[src/rtl/gg_pkg.sv]
package gg_pkg;

  typedef enum logic [2:0] {
    SEL_NONE,
    SEL_CSR,
    SEL_WHI,
    SEL_WLO,
    SEL_IDFIX,
    SEL_IDMFR,
    SEL_IDVER
  } reg_sel_e;

  localparam logic [15:0] ID_FIXED = 16'hFAF5;
  localparam logic [5:0]  MFR_NUM  = 6'b000010;
  localparam logic [9:0]  MOD_TYPE = 10'b0000001010;

  function automatic logic amod_ok(input logic [5:0] am);
    case (am)
      6'h3D, 6'h39, 6'h0D, 6'h09: amod_ok = 1'b1;
      default:                    amod_ok = 1'b0;
    endcase
  endfunction

endpackage

[src/rtl/gg_decode.sv]
module gg_decode
  import gg_pkg::*;
#(
  parameter int ADDR_W = 24,
  parameter int PAGE_W = 8,
  parameter int NCH    = 2,
  parameter int CH_W   = 1
) (
  input  logic [ADDR_W-1:0]        addr_i,
  input  logic [5:0]               amod_i,
  input  logic [ADDR_W-PAGE_W-1:0] base_i,
  input  logic                     rd_i,
  input  logic                     wr_i,
  output logic                     hit_o,
  output reg_sel_e                 sel_o,
  output logic [CH_W-1:0]          ch_o
);
  localparam int IDX_W = PAGE_W - 1;
  localparam logic [IDX_W-1:0] IDX_TOP  = '1;
  localparam logic [IDX_W-1:0] IDX_WEND = IDX_W'(2 * NCH);

  logic [IDX_W-1:0] idx, widx;

  assign idx  = addr_i[PAGE_W-1:1];
  assign widx = idx - IDX_W'(1);

  assign hit_o = (rd_i | wr_i) && amod_ok(amod_i)
              && (addr_i[ADDR_W-1:PAGE_W] == base_i) && !addr_i[0];

  // width words: hi then lo per channel, starting at word 1
  always_comb begin
    sel_o = SEL_NONE;
    ch_o  = CH_W'(widx >> 1);
    if (idx == '0)                   sel_o = SEL_CSR;
    else if (idx <= IDX_WEND)        sel_o = widx[0] ? SEL_WLO : SEL_WHI;
    else if (idx == IDX_TOP)         sel_o = SEL_IDVER;
    else if (idx == IDX_TOP - IDX_W'(1)) sel_o = SEL_IDMFR;
    else if (idx == IDX_TOP - IDX_W'(2)) sel_o = SEL_IDFIX;
  end

endmodule

[src/rtl/gg_width_bank.sv]
module gg_width_bank #(
  parameter int NCH    = 2,
  parameter int CH_W   = 1,
  parameter int DATA_W = 16,
  parameter int WW     = 32
) (
  input  logic                      clk_i,
  input  logic                      rst_ni,
  input  logic                      we_i,
  input  logic                      hi_i,
  input  logic [CH_W-1:0]           ch_i,
  input  logic [DATA_W-1:0]         wdata_i,
  output logic [NCH-1:0][WW-1:0]    width_o
);

  for (genvar c = 0; c < NCH; c++) begin : g_ch
    logic sel_c;
    assign sel_c = we_i && (ch_i == CH_W'(c));

    always_ff @(posedge clk_i or negedge rst_ni) begin
      if (!rst_ni) begin
        width_o[c] <= '0;
      end else if (sel_c) begin
        if (hi_i) width_o[c][WW-1:DATA_W] <= wdata_i;
        else      width_o[c][DATA_W-1:0]  <= wdata_i;
      end
    end
  end

endmodule

[src/rtl/gg_csr.sv]
module gg_csr #(
  parameter int NCH    = 2,
  parameter int DATA_W = 16,
  parameter int CTL_W  = 1 + 3 * NCH
) (
  input  logic              clk_i,
  input  logic              rst_ni,
  input  logic              wr_stb_i,
  input  logic [CTL_W-1:0]  ctl_i,
  input  logic [NCH-1:0]    local_i,
  input  logic [NCH-1:0]    gate_i,
  output logic [DATA_W-1:0] status_o,
  output logic              bad_o,
  output logic [NCH-1:0]    trig_o,
  output logic              berr_o,
  output logic              berr_led_o
);
  localparam int RO_W = 1 + 2 * NCH;

  logic err_any;

  assign err_any  = |(local_i | gate_i);
  assign status_o = {err_any, local_i, gate_i, {(DATA_W - RO_W){1'b0}}};
  assign bad_o    = |ctl_i[CTL_W-1 -: RO_W];

  always_ff @(posedge clk_i or negedge rst_ni) begin
    if (!rst_ni) begin
      trig_o     <= '0;
      berr_o     <= 1'b0;
      berr_led_o <= 1'b0;
    end else begin
      trig_o     <= (wr_stb_i && !bad_o) ? ctl_i[NCH-1:0] : '0;
      berr_o     <= wr_stb_i && bad_o;
      berr_led_o <= berr_led_o | (wr_stb_i && bad_o);
    end
  end

endmodule

[src/rtl/gate_reg_slave.sv]
module gate_reg_slave
  import gg_pkg::*;
#(
  parameter int          ADDR_W  = 24,
  parameter int          PAGE_W  = 8,
  parameter int          DATA_W  = 16,
  parameter int          NCH     = 2,
  parameter logic [3:0]  VERSION = 4'h3,
  parameter logic [11:0] SERIAL  = 12'h05A,
  localparam int BASE_W = ADDR_W - PAGE_W,
  localparam int WW     = 2 * DATA_W,
  localparam int CH_W   = (NCH > 1) ? $clog2(NCH) : 1
) (
  input  logic                   clk_i,
  input  logic                   rst_ni,
  input  logic [ADDR_W-1:0]      addr_i,
  input  logic [5:0]             amod_i,
  input  logic [BASE_W-1:0]      base_i,
  input  logic                   rd_i,
  input  logic                   wr_i,
  input  logic [DATA_W-1:0]      wdata_i,
  input  logic [NCH-1:0]         local_mode_i,
  input  logic [NCH-1:0]         gate_open_i,
  input  logic [NCH-1:0][WW-1:0] local_width_i,
  output logic [DATA_W-1:0]      rdata_o,
  output logic                   ack_o,
  output logic                   berr_o,
  output logic                   berr_led_o,
  output logic [NCH-1:0][WW-1:0] width_o,
  output logic [NCH-1:0]         trig_o
);
  localparam int CTL_W = 1 + 3 * NCH;

  logic              hit;
  reg_sel_e          sel;
  logic [CH_W-1:0]   ch;
  logic              csr_wr, csr_bad, width_we;
  logic [DATA_W-1:0] status, rd_mux;
  logic [WW-1:0]     rd_src;

  gg_decode #(
    .ADDR_W(ADDR_W), .PAGE_W(PAGE_W), .NCH(NCH), .CH_W(CH_W)
  ) u_dec (
    .addr_i(addr_i), .amod_i(amod_i), .base_i(base_i),
    .rd_i(rd_i), .wr_i(wr_i),
    .hit_o(hit), .sel_o(sel), .ch_o(ch)
  );

  assign width_we = hit && wr_i && (sel == SEL_WHI || sel == SEL_WLO);
  assign csr_wr   = hit && wr_i && (sel == SEL_CSR);

  gg_width_bank #(
    .NCH(NCH), .CH_W(CH_W), .DATA_W(DATA_W), .WW(WW)
  ) u_bank (
    .clk_i(clk_i), .rst_ni(rst_ni),
    .we_i(width_we), .hi_i(sel == SEL_WHI), .ch_i(ch),
    .wdata_i(wdata_i), .width_o(width_o)
  );

  gg_csr #(
    .NCH(NCH), .DATA_W(DATA_W), .CTL_W(CTL_W)
  ) u_csr (
    .clk_i(clk_i), .rst_ni(rst_ni),
    .wr_stb_i(csr_wr), .ctl_i(wdata_i[DATA_W-1 -: CTL_W]),
    .local_i(local_mode_i), .gate_i(gate_open_i),
    .status_o(status), .bad_o(csr_bad),
    .trig_o(trig_o), .berr_o(berr_o), .berr_led_o(berr_led_o)
  );

  // local mode redirects width reads to the panel register
  assign rd_src = local_mode_i[ch] ? local_width_i[ch] : width_o[ch];

  always_comb begin
    case (sel)
      SEL_CSR:   rd_mux = status;
      SEL_WHI:   rd_mux = rd_src[WW-1:DATA_W];
      SEL_WLO:   rd_mux = rd_src[DATA_W-1:0];
      SEL_IDFIX: rd_mux = ID_FIXED;
      SEL_IDMFR: rd_mux = {MFR_NUM, MOD_TYPE};
      SEL_IDVER: rd_mux = {VERSION, SERIAL};
      default:   rd_mux = '0;
    endcase
  end

  always_ff @(posedge clk_i or negedge rst_ni) begin
    if (!rst_ni) begin
      ack_o   <= 1'b0;
      rdata_o <= '0;
    end else begin
      ack_o   <= hit && !(csr_wr && csr_bad);
      rdata_o <= (hit && !wr_i) ? rd_mux : '0;
    end
  end

endmodule

[config.mk]
export PLATFORM = sky130hd
export DESIGN_NAME = gate_reg_slave
export DESIGN_NICKNAME = d
export VERILOG_FILES = /design/src/rtl/gg_pkg.sv /design/src/rtl/gg_decode.sv /design/src/rtl/gg_width_bank.sv /design/src/rtl/gg_csr.sv /design/src/rtl/gate_reg_slave.sv
export SDC_FILE = /design/constraint.sdc
export NUM_CORES = 1
export LEC_CHECK = 0
export ABC_AREA = 0
export CAP_MARGIN = 15
export CELL_PAD_IN_SITES_DETAIL_PLACEMENT = 1
export CELL_PAD_IN_SITES_GLOBAL_PLACEMENT = 2
export CORE_MARGIN = 5
export CORE_UTILIZATION = 38
export CTS_CLUSTER_DIAMETER = 60
export CTS_CLUSTER_SIZE = 10
export DETAILED_ROUTE_END_ITERATION = 16
export DONT_BUFFER_PORTS = 1
export GPL_TIMING_DRIVEN = 0
export PLACE_DENSITY = 0.78
export SKIP_CTS_REPAIR_TIMING = 1
export SYNTH_ARGS = -nofsm -noshare
export SYNTH_HDL_FRONTEND = slang
export SYNTH_SLANG_ARGS = --single-unit
[constraint.sdc]
create_clock -name clk_i -period 1.6 [get_ports clk_i]
set_input_delay 0.4 -clock clk_i [delete_from_list [all_inputs] [get_ports clk_i]]
set_output_delay 0.4 -clock clk_i [all_outputs]
set_load 0.02 [all_outputs]
After elaboration in Yosys (flattened, before gate mapping)
Cells that the tools add are included.

Register bits after elaboration: 85. Input bits: 134.

Add/sub/neg operators: 1. Magnitude comparators: 2. Reduce and logical (&&, ||, !) cells: 25. Multiplexer cells: 17. Bitwise operators: 5. Equal/unequal tests: 14.

Operators by type and width (count): 32-bit two-way mux (5); 16-bit case mux with 6 select lines (1); 7-bit equality test, second input constant (3); 16-bit equality test (1); 16-bit two-way mux (1); 3-bit two-way mux (5); 6-bit by 4-bit equality test with 1-bit output, second input constant (2); 6-bit equality test, second input constant (2); 1-bit logical AND (12); 3-bit equality test, second input constant (3); 2-bit AND reduction (4); 7-bit by 3-bit <= comparator with 1-bit output, second input constant (1); 7-bit zero test (1); 3-bit by 2-bit equality test with 1-bit output, second input constant (2); 5-bit OR reduction (1); 1-bit zero test (4); 1-bit two-way mux (4); 4-bit OR reduction (1); 3-bit by 1-bit equality test with 1-bit output, second input constant (1); 1-bit by 2-bit < comparator with 1-bit output, second input constant (1); 2-bit two-way mux (1); 1-bit NOT (2); 1-bit bitwise OR (2); 2-bit bitwise OR (1); other kinds (3) (3).

Depth between registers and ports, before layout
Gate-level depths: netlist (run 1).

Depth in word-level cells: 11. Gate-level depth with buffers: 8. Depth with buffers taken out: 7.

Cells and area by module
A second synthesis (run 1) with hierarchy kept.

Cell total of the unflattened synthesis: 416. Area, all modules: 4992.3 um^2.

By module, submodules not included: gg_width_bank (cells each 136, sequential area each 1601.5 um^2, times used 1, area an instance 2411.1 um^2); gate_reg_slave (cells each 201, sequential area each 425.4 um^2, times used 1, area an instance 1911.8 um^2); gg_decode (cells each 48, sequential area each 0.0 um^2, times used 1, area an instance 381.6 um^2); gg_csr (cells each 31, sequential area each 100.1 um^2, times used 1, area an instance 287.8 um^2).

Worst setup path before layout (run 1)
Ideal clock, no wire load.

Path kind: in2reg. From: input port addr_i[7]. To: register u_bank.width_o[10] in the netlist's numbering. Path buffers: 2. Stages: 7. Required time: 1475 ps. Arrival: 2163 ps. Path slack: -688 ps. Cells stage by stage: or4_4 buf_6 nor3_4 and2_1 nand4_4 buf_6 mux2_4.

Cells in the longest elaborated chain, start to end: 11. Elaborated cells between the ends (all ways): 17.

Ends and longest elaborated chain: start: declaration (line gate_reg_slave.sv:16) `input logic [ADDR_W-1:0] addr_i,`; 7-bit equality test (line gg_decode.sv:38) `else if (idx == IDX_TOP - IDX_W'(2)) sel_o = SEL_IDFIX;`; 3-bit two-way mux (line gg_decode.sv:38); 3-bit two-way mux (line gg_decode.sv:37) `else if (idx == IDX_TOP - IDX_W'(1)) sel_o = SEL_IDMFR;`; 3-bit two-way mux (line gg_decode.sv:36) `else if (idx == IDX_TOP) sel_o = SEL_IDVER;`; 3-bit two-way mux (line gg_decode.sv:35) `else if (idx <= IDX_WEND) sel_o = widx[0] ? SEL_WLO : SEL_WHI;`; 3-bit two-way mux (*) (line gg_decode.sv:34) `if (idx == '0) sel_o = SEL_CSR;`; 3-bit by 2-bit equality test with 1-bit output (on tied branches) (line gate_reg_slave.sv:49, gate_reg_slave.sv:56); 1-bit logical OR (line gate_reg_slave.sv:49) `assign width_we = hit && wr_i && (sel == SEL_WHI || sel == SEL_WLO);`; 1-bit logical AND (line gate_reg_slave.sv:49); 1-bit logical AND (line gg_width_bank.sv:18) `assign sel_c = we_i && (ch_i == CH_W'(c));`; 2-bit AND reduction (no line) (*); end signal: indexed assignment (line gg_width_bank.sv:24) `if (hi_i) width_o[c][WW-1:DATA_W] <= wdata_i;`; end signal: indexed assignment (line gg_width_bank.sv:25) `else width_o[c][DATA_W-1:0] <= wdata_i;`; end: declaration (line gg_width_bank.sv:13) `output logic [NCH-1:0][WW-1:0] width_o`.

Every way passes the cells marked *; elsewhere a longest branch is shown, timed or not. A chain may end at the register's enable or synchronous reset.

Final worst setup path (run 1)
From: input port addr_i[7]. To: register u_bank.width_o[55] in the netlist's numbering.

The elaborated chain is that of the path after synthesis.

==> results of run 1 <==
-- critical path, delay by kind of cell --
kind / cells / cell delay (ns)
mux: 1 / 0.28
buf+inv: 1 / 0.26
simple gates: 3 / 1.18
-- through the flow --
| step | instances | total power [mW] | instance area (µm²) | hold WS (ns) | utilization |
|---|---|---|---|---|---|
| 2_1_floorplan | 414 | 2.498 | 4786 | 0.1044 | - |
| 3_3_place_gp | 582 | 2.608 | 4996 | 0.1065 | 0.4125 |
| 3_5_place_dp | 582 | 2.617 | 4996 | 0.1062 | 0.4125 |
| 4_1_cts | 598 | 4.958 | 5323 | -0.2733 | 0.4395 |
| 5_1_grt | 617 | 5.172 | 5756 | -0.2737 | 0.4752 |
| 6_report | 617 | 4.985 | 5756 | -0.2551 | 0.4752 |
-- layout by cell type, fill, tap and decap left out, drive strengths merged --
cell type / count
o2111ai: 2
and3: 2
o21ai: 3
xor2: 1
inv: 3
nor4bb: 1
dfrtp: 85
nor2: 9
clkinv: 2
buf: 33
nor2b: 33
xnor2: 17
bufinv: 2
nand4: 7
nor3b: 1
clkbuf: 25
mux2i: 32
clkinvlp: 1
ha: 4
a22oi: 16
a21o: 1
o41ai: 1
nand3: 3
or4: 1
a211oi: 32
nor3: 6
nor4: 2
nand2: 7
a31oi: 5
and2: 4
a21oi: 43
mux2: 64
o31a: 1
-- routing by layer --
layer / routed length (µm) / GRT usage
met5: 0 / 0
met4: 218 / 0.05462
met3: 1416 / 0.08403
met2: 8813 / 0.3760
met1: 6812 / 0.2643
-- state kept, by name, indices dropped and copies added, names as in the netlist --
signal,count
ack_o,1
rdata_o,16
u_bank.width_o,64
u_csr.berr_led_o,1
u_csr.berr_o,1
u_csr.trig_o,2
-- path summary, 6_finish.rpt --
kind                            depth (start not counted)  slack, ns            endpoint                from
max in group asynchronous                               0       1.73  u_bank.width_o[51]              rst_ni
worst max-delay path                                    5      -0.29  u_bank.width_o[55]           addr_i[7]
worst min-delay path                                    0      -0.26  u_bank.width_o[46]              rst_ni
worst max register to register                          5       0.14         rdata_o[13]  u_bank.width_o[61]
min in group clk_i                                      1       0.19  u_bank.width_o[29]         wdata_i[13]
worst min register to register                          1       0.60    u_csr.berr_led_o    u_csr.berr_led_o
-- kinds of logic after synthesis --
family                   after synthesis
XOR/XNOR                              18
flip-flops                            85
multiplexers                          96
buffers and inverters                 31
AND/OR/NAND/NOR                       76
AO/OA/AOI/OAI                        104
adder cells (fa/ha/maj)                4
-- power by group --
part           leakage [nW]  switching, mW  internal (mW)  total, mW
registers              1.19    0.000000719           2.15       2.15
logic                  1.30          0.300          0.213      0.513
clock network         0.163          0.874           1.45       2.32
-- final cells by class --
| class | instances | area (µm²) |
|---|---|---|
| fill | 1300 | 6356 |
| sequential | 85 | 2127 |
| clock inverter | 4 | 70.07 |
| timing repair buffer | 20 | 200.2 |
| clock buffer | 12 | 256.5 |
| multi-input combinational | 298 | 2635 |
| inverter | 4 | 18.77 |
| buffer | 26 | 237.7 |
| tap | 168 | 210.2 |
==> out/results.ini, run 1 <==
[global_routing]
grt_pass1_wl_mm=24.00
grt_pass1_vias=3745
grt-ovfl-total=0
grt_usage=0.2211
grt_max_degree=86
antenna_found_initial=0

[synthesis]
synth_top_family_by_area=multiplexers
synth-adder-area-share=0.01054
synth_cells=414
seq_area_frac_synth=0.4478
yosys-top-cells-count=dfrtp_1 (85), mux2_2 (44), a21oi_1 (43)
syn-num-nets=552
synthXorXnorAreaFrac=0.03319
synth_edf_count=0
synthTopCellsByArea=dfrtp_1 (45%), mux2_2 (10%), mux2i_1 (6.7%), mux2_4 (6.3%), a211oi_1 (5.1%)
avgSynthCellArea_um2=11.47
synthSimpleGateAreaFrac=0.1035
synth_area_leader_cell=dfrtp_1
synthDistinctLibCells=36
ys.flop_type=dfrtp_1
yosys_register_bits=85
yosysTopAreaCellShare=0.4478
synth_warnings=0
synth_compound_area_frac=0.1399
synth.most_common_cell=dfrtp_1
async_flop_share=1.000
netlist_area_mm2=0.004750
synthMuxAreaShare=0.2350

[timing]
timing.fmax_mhz=529.2
finalSetupTns_ns=-15.62
hold_ws_ns=-0.2551
relSlewSlack=0.5122
worst_pin_slew_ns=0.7317
clock_skew_ns=0.006295
slew_violations=0
rsz0062_at_grt=true
layout_min_cycle_time_ns=1.890
post-route-period-util=1.181
setup_viol=69
hold_violations=85
setup_slack_ns=-0.2896

[critical_path]
crit_type=in -> reg
end_kind=flop
crit_fanout=10
path_cells=or4_4 -> nor4_4 -> nand4_1 -> buf_6 -> mux2_2
critPathLaunchType=input pin
required_ns=1.83
cpMaxStageDelayCell=or4_4
slowest_delay_ns=0.63
crit_arrival_ns=2.12

[route]
num_vias=3582
wl_per_cell_um=27.98
dr.pass1.iters=4
viasPerCell=5.806
drc=0
drtIter0Drc=123
wl_mm=17.26
postRouteAntennaNets=0

[floorplan]
dieArea_mm2=0.01484
die_y_um=121.8
die_w_um=121.8
initial_core_util=0.3921
core_mm2=0.01211
fp-row-count=40
io_pins=219

[power_and_ir_drop]
power_density_mw_per_mm2=866.2
p_leak_nw=2.652
ir_drop_mv=0.4932

[cells_and_area]
fin_nets=582
layout-drive-gt1-share=0.3408
diodes=0
synthToLayoutAreaGrowth_pct=21.18

[job]
cap_violations=0

[clock_network]
clock_latency_ns=0.35
clk_pin_slew_worst_paths_ns=0.07
clockBufferDepth=2
htreeDepth=3
tritoncts=yes
cts_root_buffer=clkbuf_16
cts_sinks=85
cts_buffers=9

[worst_hold_path]
min_path_type=in -> async

[placement]
dp_slack_ns=-1.118
portBuffers=0
dpl.hpwl_mm=12.64
place_congestion=0.7831

[status]
status=complete, but fails checks
violations=hold timing, setup timing

(Power assumes the default switching activity.)
==> inputs of run 2 (changes only) <==
Settings changed: ABC_CLOCK_PERIOD_IN_PS set to 1600.
==> results of run 2 <==
Final layout, timing and power as in run 1 (identical DEF).
==> inputs of run 3 (changes only) <==
--- a/config.mk
+++ b/config.mk
@@ -12,5 +12,6 @@
 export CELL_PAD_IN_SITES_GLOBAL_PLACEMENT = 2
 export CORE_MARGIN = 5
-export CORE_UTILIZATION = 38
+export CORE_UTILIZATION = 40
+export CTS_BUF_LIST = sky130_fd_sc_hd__clkbuf_4
 export CTS_CLUSTER_DIAMETER = 60
 export CTS_CLUSTER_SIZE = 10
@@ -18,5 +19,5 @@
 export DONT_BUFFER_PORTS = 1
 export GPL_TIMING_DRIVEN = 0
-export PLACE_DENSITY = 0.78
+export PLACE_DENSITY = 0.82
 export SKIP_CTS_REPAIR_TIMING = 1
 export SYNTH_ARGS = -nofsm -noshare
==> constraint.sdc (replaced) <==
create_clock -name clk_i -period 1.6 [get_ports clk_i]
set_input_delay 0.4 -clock clk_i [delete_from_list [all_inputs] [get_ports clk_i]]
set_output_delay 0.4 -clock clk_i [all_outputs]
set_load 0.01 [all_outputs]
==> out/results.ini, run 3 (synthesized netlist as in run 1, its figures left out) <==
[timing]
hold_violations=85  ; unchanged
post-route-period-util=1.086  ; -0.09531
relSlewSlack=0.5202  ; +0.008071
hold_ws_ns=-0.3992  ; -0.1441 ns
layout_min_cycle_time_ns=1.737  ; -0.1525 ns
rsz0062_at_grt=true
setup_slack_ns=-0.1371  ; +0.1525 ns
timing.fmax_mhz=575.7  ; +8.8%
setup_viol=64  ; -7.2%
finalSetupTns_ns=-5.595  ; +10.02 ns
slew_violations=0  ; unchanged
worst_pin_slew_ns=0.7196  ; -0.01211 ns
clock_skew_ns=0.01790  ; +0.01160 ns

[route]
drc=0  ; unchanged
wl_per_cell_um=29.44  ; +5.2%
dr.pass1.iters=4  ; unchanged
viasPerCell=6.129  ; +5.6%
postRouteAntennaNets=0  ; unchanged
num_vias=3604  ; +0.61%
wl_mm=17.31  ; +0.28%
drtIter0Drc=126  ; +2.4%

[clock_network]
clock_latency_ns=0.46  ; +0.11 ns
cts_root_buffer=clkbuf_4
clockBufferDepth=2  ; unchanged
tritoncts=yes
clk_pin_slew_worst_paths_ns=0.15  ; +0.08 ns
htreeDepth=3  ; unchanged
cts_sinks=85  ; unchanged
cts_buffers=9  ; unchanged

[global_routing]
grt_pass1_wl_mm=24.50  ; +2.1%
grtUsageMet2=0.3847  ; +0.008689
busiest_layer=met2
grt_pass1_vias=3900  ; +4.1%
grt_usage=0.2314  ; +0.01028
grt_use_met1=0.2766  ; +0.01233
grt-ovfl-total=0  ; unchanged
grtUsageMet3=0.08957  ; +0.005544
grt_max_degree=86  ; unchanged
antenna_found_initial=0  ; unchanged

[placement]
dpl.hpwl_mm=12.53  ; -0.90%
portBuffers=0  ; unchanged
place_congestion=0.8361  ; +6.8%
dp.cells=557  ; -4.3%
dp_slack_ns=-1.073  ; +0.04482 ns

[cells_and_area]
stdcell_count=588  ; -4.7%
layout_common_cells=dfrtp_1 (85), mux2_2 (44), a21oi_1 (42)
layout-drive-gt1-share=0.3258  ; -0.01491
top_register=u_bank.width_o
final_util=0.4744  ; -0.0008480
largest_register_ff_count=64  ; unchanged
synthToLayoutAreaGrowth_pct=15.02
fin_nets=579  ; -0.52%
final_common_cell=dfrtp_1
diodes=0  ; unchanged
largestRegisters=u_bank.width_o x64, rdata_o x16, u_csr.trig_o x2

[worst_hold_path]
min_path_type=in -> async

[critical_path]
cp_top_family=simple AND/OR/NAND/NOR gates
slowest_delay_ns=0.60  ; -0.03 ns
r2r-start=u_bank.width_o[57]
end_kind=flop
crit_type=in -> reg
critPathLaunchType=input pin
crit_arrival_ns=2.11  ; about the same
cpMaxStageDelayCell=or4_4
path_cells=or4_4 -> nor4_1 -> nand4_1 -> buf_4 -> buf_2 -> mux2_2
r2r_end=rdata_o[9]
path_buf_inv=2  ; +1
ff2ff_setup_slack_ns=0.18  ; +0.04 ns
required_ns=1.97  ; +0.14 ns
crit_fanout=6  ; -4
reg2reg_depth=5  ; unchanged

[power_and_ir_drop]
p_leak_nw=2.561  ; -3.4%
ir_drop_mv=0.3890  ; -21%
p_sw_frac=0.2538  ; +0.01828
seqPwrFrac=0.515  ; +0.084
pwr-share-comb=0.112  ; +0.009
power_frac_clock=0.374  ; -0.092
p_switching_mw=1.060  ; -9.8%
p_int_mw=3.116  ; -18%
power_density_mw_per_mm2=764.3  ; -12%

[floorplan]
io_pins=219  ; unchanged
die_y_um=119.0  ; -2.3%
fp-row-count=39  ; -2.5%
core_mm2=0.01152  ; -4.9%
initial_core_util=0.4124  ; +0.02028
dieArea_mm2=0.01415  ; -4.6%
die_w_um=119.0  ; -2.3%

[status]
violations=hold timing, setup timing
status=complete, but fails checks

[job]
cap_violations=0  ; unchanged

run 3: routing by layer:
metal | routed length (µm) | vias to the layer above
li1 | - | 1586
met1 | 6807 | 1843
met2 | 8683 | 158
met3 | 1540 | 17
met4 | 277 | 0
met5 | 0 | -
run 3: worst register-to-register path: cells and delay by family (launching register included):
family / cells / cell delay, ns
simple gates: 1 / 0.17
flops: 1 / 0.48
compound gates: 4 / 0.65
run 3: worst max path at each step:
| stage | from | slack (ns) | to | cells past startpoint |
|---|---|---|---|---|
| finish | addr_i[7] | -0.14 | u_bank.width_o[42] | 6 |
| floorplan | addr_i[7] | -0.67 | u_bank.width_o[10] | 7 |
| global route | addr_i[7] | -0.14 | u_bank.width_o[34] | 6 |
| global placement | addr_i[7] | -1.08 | u_bank.width_o[14] | 7 |
| detailed placement | addr_i[7] | -1.07 | u_bank.width_o[7] | 7 |
| CTS | addr_i[7] | -0.56 | u_bank.width_o[11] | 7 |
run 3: layout make-up:
| type | instances | area (µm²) |
|---|---|---|
| buffer | 25 | 191.4 |
| tap | 143 | 178.9 |
| timing repair buffer | 18 | 161.4 |
| inverter | 4 | 18.77 |
| clock inverter | 6 | 112.6 |
| multi-input combinational | 298 | 2605 |
| clock buffer | 9 | 67.56 |
| fill | 1231 | 6053 |
| sequential | 85 | 2127 |
run 3: power groups by stage:
stage	Sequential (mW)	Combinational [mW]	Clock [mW]
6_report	2.15	0.466	1.56
5_1_grt	2.15	0.508	1.72
4_1_cts	2.15	0.426	1.60
3_5_place_dp	2.19	0.425	0
3_3_place_gp	2.19	0.417	0
2_1_floorplan	2.19	0.308	0
run 3: stage by stage:
step	hold WS, ns	total power [mW]	cell area, µm²
floorplan	0.1044	2.498	4786
global placement	0.1074	2.606	4965
detailed placement	0.1064	2.614	4965
CTS	-0.4289	4.179	5145
global route	-0.4537	4.373	5463
finish	-0.3992	4.175	5463
